--- config.mk ---
export PLATFORM = sky130hd
export DESIGN_NAME = brownin_probe_seq
export DESIGN_NICKNAME = d
export VERILOG_FILES = /design/src/rtl/bps_pkg.sv /design/src/rtl/bps_pulse_gen.sv /design/src/rtl/bps_dwell.sv /design/src/rtl/brownin_probe_seq.sv
export SDC_FILE = /design/constraint.sdc
export NUM_CORES = 1
export LEC_CHECK = 0
export BUFFER_PORTS_ARGS = -buffer_cell sky130_fd_sc_hd__buf_2
export CORE_UTILIZATION = 45
export CTS_CLUSTER_DIAMETER = 40
export DETAILED_ROUTE_END_ITERATION = 10
export SYNTH_ARGS = -nofsm -noshare
export SYNTH_HDL_FRONTEND = slang
export SYNTH_SLANG_ARGS = --single-unit
export TNS_END_PERCENT = 30
--- constraint.sdc ---
create_clock -name clk -period 2.5 [get_ports clk]
set_clock_uncertainty 0.05 [all_clocks]
set_input_delay 0.5 -clock clk [delete_from_list [all_inputs] [get_ports clk]]
set_output_delay 0.5 -clock clk [all_outputs]
set_load 0.005 [all_outputs]
--- src/rtl/bps_pkg.sv ---
package bps_pkg;
   localparam int unsigned PROBE_PULSES = 3;

   typedef enum logic [2:0] {
      ST_CHARGE = 3'd0,
      ST_ARM    = 3'd1,
      ST_PROBE  = 3'd2,
      ST_DWELL  = 3'd3,
      ST_DRAIN  = 3'd4,
      ST_RUN    = 3'd5,
      ST_FAULT  = 3'd6
   } seq_state_e;
endpackage

--- src/rtl/bps_pulse_gen.sv ---
module bps_pulse_gen #(
   parameter int unsigned PRB_PERIOD = 40,
   parameter int unsigned PRB_WIDTH  = 8,
   parameter int unsigned NUM_PULSES = 3
) (
   input  logic clk,
   input  logic rst_n,
   input  logic run,
   output logic pulse_on,
   output logic sample_pt,
   output logic burst_done
);
   localparam int unsigned PH_W = $clog2(PRB_PERIOD);
   localparam int unsigned CN_W = $clog2(NUM_PULSES + 1);

   generate
      if (PRB_PERIOD < 2 || PRB_WIDTH < 1 || PRB_WIDTH >= PRB_PERIOD) begin : g_bad_timing
         $error("bps_pulse_gen: need 1 <= PRB_WIDTH < PRB_PERIOD");
      end
      if (NUM_PULSES < 1) begin : g_bad_count
         $error("bps_pulse_gen: NUM_PULSES must be at least 1");
      end
   endgenerate

   logic [PH_W-1:0] phase_q;
   logic [CN_W-1:0] cnt_q;
   logic            last_phase;
   logic            last_pulse;

   assign last_phase = (phase_q == PH_W'(PRB_PERIOD - 1));
   assign last_pulse = (cnt_q == CN_W'(NUM_PULSES - 1));

   always_ff @(posedge clk or negedge rst_n) begin
      if (!rst_n) begin
         phase_q <= '0;
         cnt_q   <= '0;
      end else if (!run) begin
         phase_q <= '0;
         cnt_q   <= '0;
      end else if (last_phase) begin
         phase_q <= '0;
         cnt_q   <= cnt_q + CN_W'(1);
      end else begin
         phase_q <= phase_q + PH_W'(1);
      end
   end

   assign pulse_on   = run && (phase_q < PH_W'(PRB_WIDTH));
   assign sample_pt  = run && last_pulse && (phase_q == PH_W'(PRB_WIDTH - 1));
   assign burst_done = run && last_pulse && last_phase;
endmodule

--- src/rtl/bps_dwell.sv ---
module bps_dwell #(
   parameter int unsigned DWELL_CYC = 5000
) (
   input  logic clk,
   input  logic rst_n,
   input  logic run,
   output logic expired
);
   generate
      if (DWELL_CYC < 1) begin : g_bad
         $error("bps_dwell: DWELL_CYC must be at least 1");
      end else if (DWELL_CYC == 1) begin : g_single
         assign expired = run;
      end else begin : g_count
         localparam int unsigned CW = $clog2(DWELL_CYC);
         logic [CW-1:0] cnt_q;
         always_ff @(posedge clk or negedge rst_n) begin
            if (!rst_n)       cnt_q <= '0;
            else if (!run)    cnt_q <= '0;
            else              cnt_q <= cnt_q + CW'(1);
         end
         assign expired = run && (cnt_q == CW'(DWELL_CYC - 1));
      end
   endgenerate
endmodule

--- src/rtl/brownin_probe_seq.sv ---
module brownin_probe_seq
   import bps_pkg::*;
#(
   parameter int unsigned PRB_PERIOD = 40,
   parameter int unsigned PRB_WIDTH  = 8,
   parameter int unsigned RESET_CYC  = 5000
) (
   input  logic       clk,
   input  logic       rst_n,
   input  logic       rail_start,
   input  logic       rail_reset,
   input  logic       out_ovp,
   input  logic       line_ok,
   output logic       gate_req,
   output logic       cs_min,
   output logic       src_en,
   output logic       lowpwr_en,
   output logic       pwm_en,
   output logic       fault_lat,
   output logic [2:0] seq_state
);
   seq_state_e state_q, state_d;
   logic       line_q;
   logic       probing, pulse_on, sample_pt, burst_done;
   logic       dwelling, dwell_done;

   assign probing  = (state_q == ST_PROBE);
   assign dwelling = (state_q == ST_DWELL);

   bps_pulse_gen #(
      .PRB_PERIOD (PRB_PERIOD),
      .PRB_WIDTH  (PRB_WIDTH),
      .NUM_PULSES (PROBE_PULSES)
   ) u_pulse (
      .clk        (clk),
      .rst_n      (rst_n),
      .run        (probing),
      .pulse_on   (pulse_on),
      .sample_pt  (sample_pt),
      .burst_done (burst_done)
   );

   bps_dwell #(
      .DWELL_CYC (RESET_CYC)
   ) u_dwell (
      .clk     (clk),
      .rst_n   (rst_n),
      .run     (dwelling),
      .expired (dwell_done)
   );

   always_comb begin
      state_d = state_q;
      unique case (state_q)
         ST_CHARGE: if (rail_start) state_d = ST_ARM;
         ST_ARM:    state_d = ST_PROBE;
         ST_PROBE: begin
            if (pulse_on && out_ovp) state_d = ST_FAULT;
            else if (burst_done)     state_d = line_q ? ST_RUN : ST_DWELL;
         end
         ST_DWELL:  if (dwell_done) state_d = ST_DRAIN;
         ST_DRAIN:  if (rail_reset) state_d = ST_CHARGE;
         ST_RUN:    state_d = ST_RUN;
         ST_FAULT:  if (rail_reset) state_d = ST_CHARGE;
         default:   state_d = ST_CHARGE;
      endcase
   end

   always_ff @(posedge clk or negedge rst_n) begin
      if (!rst_n) begin
         state_q <= ST_CHARGE;
         line_q  <= 1'b0;
      end else begin
         state_q <= state_d;
         if (sample_pt) line_q <= line_ok;
      end
   end

   assign gate_req  = pulse_on;
   assign cs_min    = probing;
   assign src_en    = (state_q == ST_CHARGE);
   assign lowpwr_en = dwelling || (state_q == ST_DRAIN);
   assign pwm_en    = (state_q == ST_RUN);
   assign fault_lat = (state_q == ST_FAULT);
   assign seq_state = state_q;
endmodule

==> impl_metrics.ini, run 1 <==
[power]
combinationalPowerShare_pct = 32.4
power.density_nw_per_um2 = 712
vdd_drop_max_uv = 568
power_frac_clock_pct = 17.5
swShare_pct = 34.2
leakagePower_uw = 0.000622
p_int_uw = 678
pwr-share-seq_pct = 50.1
switching_power_uw = 352

[layout]
multiInputGateArea_um2 = 658
fillers = 254
final_common_cell = dfrtp_1
drive_gt1_share_pct = 17.7
final_cell_mix = dfrtp_1 (24), nor2_1 (19), buf_2 (14)
seq_area_um2 = 627
finalNetCount = 157
antennaDiodeCount = 0
syn2layout_area_growth_pct = 9.26
stdcell_area_um2 = 1450

[drt]
vias_per_cell = 5.46
wirelength_um = 2320
ant_nets = 0
drc = 0
drtIter0Drc = 24
drt-pass1-iter-count = 4
wl_per_cell_um = 13.0
detailroute.via_count = 972

[logic_synthesis]
syn_area_um2 = 1320
synth.distinct_cells = 38
synth_top_area_cell = dfrtp_1
syn_avg_cell_area_um2 = 9.95
synth_seq_area_share_pct = 47.3
ys_warn_count = 0
synth.top_cells.by_area = dfrtp_1 (47%), xnor2_1 (6.0%), nor2_1 (5.4%), ha_1 (2.8%), nand3_1 (2.6%)
synth_edf_count = 0
async_reset_ff_share_pct = 100
synthCells = 133
ys_seq_elements = 25
synth.top_cell.area_share_pct = 47.3
ys.flop_type = dfrtp_1
synthesis.nets = 142

[sta]
setup_violations = 0
min_period_ps = 2350
max_freq_mhz = 426
finalSetupTns_ps = 0
maxSlewViolCount = 0
worst_pin_slew_ps = 546
hold_viol = 0
setup_ws_ps = 152
post-route-period-util_pct = 93.9
grt_setup_unrepaired = false
relSlewSlack_pct = 63.6

[place]
dp_slack_ps = 469
post_dp_cell_area_um2 = 1420
dpl.hpwl_um = 1690
place_congestion = 0.770
place.port_buffers = 14

[hold_path]
min_path_type = input port to asynchronous set/reset pin

[setup_path]
start_kind = flop
ff2ff_setup_slack_ps = 540
endpoint_kind = output port
required_ps = 1950
arrival_ps = 1800
crit_fanout = 13
r2r_end = seq_state[1]
timing.rr.start = seq_state[0]
reg2reg_depth = 4
crit_type = flop to output port

[global_route]
grt_usage_pct = 16.6
grt_overflow = 0
grt_max_degree = 26
grt_first_pass_wirelength_um = 4100
grt_pass1_vias = 925
antenna_found_initial = 0

[cts]
cts_hold_buf = 0
insertion_delay_ps = 310
ctsHtreeMaxLevel = 1
root_buffer = clkbuf_4
cts-buffers-inserted = 3
cts_tree = built
clk_pin_slew_ps = 130
clock_path_buffers = 2
cts_setup_buffers = 0
cts_resized = 0
cts.sinks = 25

[die]
design.die.area_um2 = 3160
dieHeight_um = 56.2
core-area_um2 = 2780
std_cell_rows = 19
ioPinCount = 15
start_util_pct = 47.6
die_w_um = 56.2

[run_status]
outcome = finished, final reports clean

[run]
maxCapViolations = 0
area by class of cell:
class,instances,area share [%]
multi-input cells,98,45.5
flip-flops and latches,25,43.3
repair buffers,15,5.36
well taps,31,2.68
clock buffers,4,1.82
inverters,5,1.30
synth_stat cells (4+ instances only):
cell type,number
nand2_1,9
nor2_1,19
a21oi_1,4
nand3_1,7
nor3_1,6
or3_1,5
xor2_1,4
xnor2_1,9
dfrtp_1,25
inv_1,5
cells by family after synthesis:
group	after synthesis	share of synthesized area (%)
AO/OA/AOI/OAI	15	9.07
buffers and inverters	10	3.02
XOR/XNOR	13	8.60
AND/OR/NAND/NOR	64	26.5
adder cells (fa/ha/maj)	3	2.84
flip-flops	25	47.3
multiplexers	3	2.74
stage by stage:
step                hold WS, ps  power [µW]  util, %  cells
floorplan                   154         759        -    133
global placement            399         856     51.0    174
CTS                         108        1050     52.0    178
finish                     97.7        1030     52.0    178
detailed placement          403         861     51.0    174
global route                133        1110     52.0    178
power by group through the flow:
| stage | combinational [µW] | sequential (µW) | clock (µW) |
|---|---|---|---|
| after floorplan | 283 | 476 | 0 |
| after global placement | 340 | 516 | 0 |
| after detailed placement | 338 | 523 | 0 |
| after CTS | 339 | 515 | 193 |
| after global routing | 380 | 525 | 203 |
| final | 334 | 516 | 180 |
critical path: stages, from the launching register on:
cell	delay, ps
dfrtp_1	520
or3b_1	540
nor4_4	250
buf_2	170
worst max path at each step:
stage,from,to,slack (ps),cells after the start
final,seq_state[0],gate_req,150,3
after detailed placement,seq_state[1],gate_req,470,3
after floorplan,seq_state[2],seq_state[1],620,6
after global placement,seq_state[1],gate_req,510,3
after global routing,seq_state[0],gate_req,40,3
after CTS,seq_state[1],gate_req,90,3
metal layers:
layer | GRT usage (%) | vias up | share of wire [%]
met2 | 25.0 | 12 | 45
met4 | 7.67 | 0 | 1.7
met3 | 3.26 | 6 | 2.9
met5 | 0 | - | 0
li1 | - | 492 | -
met1 | 23.0 | 462 | 50
registers in the layout (all words and copies together), names as in the netlist:
signal	flops
line_q	1
seq_state	3
u_dwell.g_count.cnt_q	13
u_pulse.cnt_q	2
u_pulse.phase_q	6
Power figures use the tool's default switching activity.
==> run 2: changes to the inputs <==
--- a/config.mk
+++ b/config.mk
@@ -9,6 +9,7 @@
 export CORE_UTILIZATION = 45
 export CTS_CLUSTER_DIAMETER = 40
 export DETAILED_ROUTE_END_ITERATION = 10
+export SLEW_MARGIN = 30
 export SYNTH_ARGS = -nofsm -noshare
 export SYNTH_HDL_FRONTEND = slang
 export SYNTH_SLANG_ARGS = --single-unit
==> constraint.sdc (replaced) <==
create_clock -name clk -period 2.6 [get_ports clk]
set_clock_uncertainty 0.05 [all_clocks]
set_input_delay 0.52 -clock clk [delete_from_list [all_inputs] [get_ports clk]]
set_output_delay 0.52 -clock clk [all_outputs]
set_load 0.005 [all_outputs]
==> run 2 against run 1 <==
Against the previous run: first-iteration DRC count rose by 13%; cell count unchanged; flip-flop and latch count unchanged; power down 4.2%; largest cell class unchanged; global-route usage grew 0.13 points; largest power group unchanged; critical path depth unchanged; wire length fell by 1.6%; clock power fell by 7%; die area did not move; critical endpoint unchanged; critical path type unchanged; final area stayed put.
==> impl_metrics.ini, run 2 (synthesis results as in run 1) <==
[hold_path]
min_path_type = input port to asynchronous set/reset pin

[place]
place_congestion = 0.801
place.port_buffers = 14
dpl.hpwl_um = 1690
post_dp_cell_area_um2 = 1420

[layout]
drive_gt1_share_pct = 17.7
syn2layout_area_growth_pct = 9.26
fin_util_pct = 52.0
antennaDiodeCount = 0
regMostFlops = u_dwell.g_count.cnt_q
final_cell_mix = dfrtp_1 (25), nor2_1 (19), buf_2 (14)
final_common_cell = dfrtp_1
largest_register_ffs = 13
finalNetCount = 157
stdcell_area_um2 = 1450

[sta]
maxSlewViolCount = 0
grt_setup_unrepaired = false
max_freq_mhz = 416
min_period_ps = 2400
finalSetupTns_ps = 0
post-route-period-util_pct = 92.4
hold_viol = 0
setup_violations = 0
worst_pin_slew_ps = 546
relSlewSlack_pct = 63.6

[cts]
clock_path_buffers = 2
insertion_delay_ps = 310
cts_hold_buf = 0
cts_setup_buffers = 0
root_buffer = clkbuf_4
cts_resized = 0
ctsHtreeMaxLevel = 1
cts_tree = built
clk_pin_slew_ps = 130
cts.sinks = 25
cts-buffers-inserted = 3

[power]
power.density_nw_per_um2 = 682
leakagePower_uw = 0.000626
vdd_drop_max_uv = 549

[global_route]
grt_first_pass_wirelength_um = 4170
grt_max_degree = 26
grt_overflow = 0
grt_pass1_vias = 934
antenna_found_initial = 0
grt_usage_pct = 16.7

[setup_path]
arrival_ps = 1830
crit_fanout = 13
timing.rr.start = seq_state[1]
start_kind = flop
path_cells = or3b_1, nor4_4, buf_2
r2r_end = seq_state[1]
required_ps = 2030
reg2reg_depth = 4
endpoint_kind = output port
crit_type = flop to output port
slowest_delay_ps = 580
critPathSlowestCell = dfrtp_1
ff2ff_setup_slack_ps = 600

[die]
die_w_um = 56.2
std_cell_rows = 19
design.die.area_um2 = 3160
core-area_um2 = 2780
start_util_pct = 47.6
ioPinCount = 15
dieHeight_um = 56.2

[drt]
detailroute.via_count = 950
drtIter0Drc = 27
drc = 0
vias_per_cell = 5.34
wirelength_um = 2280
wl_per_cell_um = 12.8
ant_nets = 0
drt-pass1-iter-count = 4

[run_status]
outcome = finished, final reports clean

[run]
maxCapViolations = 0
## run 2: cell type report
| class | instances | area [µm²] |
|---|---|---|
| fillers | 262 | 1340 |
| multi-input cells | 98 | 658 |
| flip-flops and latches | 25 | 626 |
| repair buffers | 15 | 77.6 |
| well taps | 31 | 38.8 |
| clock buffers | 3 | 22.5 |
| inverters | 5 | 18.8 |
| clock inverters | 1 | 5.00 |
## run 2: power by group
part | switching, µW | total (µW) | internal (µW)
logic | 158 | 324 | 165
registers | 70.7 | 496 | 425
clock network | 109 | 167 | 57.4
## run 2: worst max-delay path by stage
stage                      start           end  cells past startpoint
finish              seq_state[1]      gate_req                      3
global route        seq_state[1]      gate_req                      3
CTS                 seq_state[1]      gate_req                      3
detailed placement  seq_state[1]      gate_req                      3
global placement    seq_state[1]      gate_req                      3
floorplan           seq_state[2]  seq_state[1]                      6
## run 2: per-layer routing
layer	track usage [%]	vias to the layer above	part of all wire, %
met3	4.19	2	2.1
met2	26.7	8	46
met5	0	-	0
li1	-	493	-
met4	4.18	0	0.79
met1	22.8	447	51
## run 2: per-stage QoR
| stage | hold WS [ps] | power (µW) | std cells | setup slack (ps) |
|---|---|---|---|---|
| detailed placement | 413 | 833 | 174 | 558 |
| global placement | 394 | 823 | 174 | 590 |
| CTS | 134 | 1010 | 178 | 183 |
| finish | 124 | 986 | 178 | 197 |
| global route | 146 | 1070 | 178 | 53.2 |
| floorplan | 174 | 730 | 133 | 717 |
## run 2: worst max-delay path, delay by kind of cell (launching register included)
family | cells | cell delay [ps]
DFF | 1 | 580
and+or+nand+nor | 2 | 770
buffers and inverters | 1 | 170
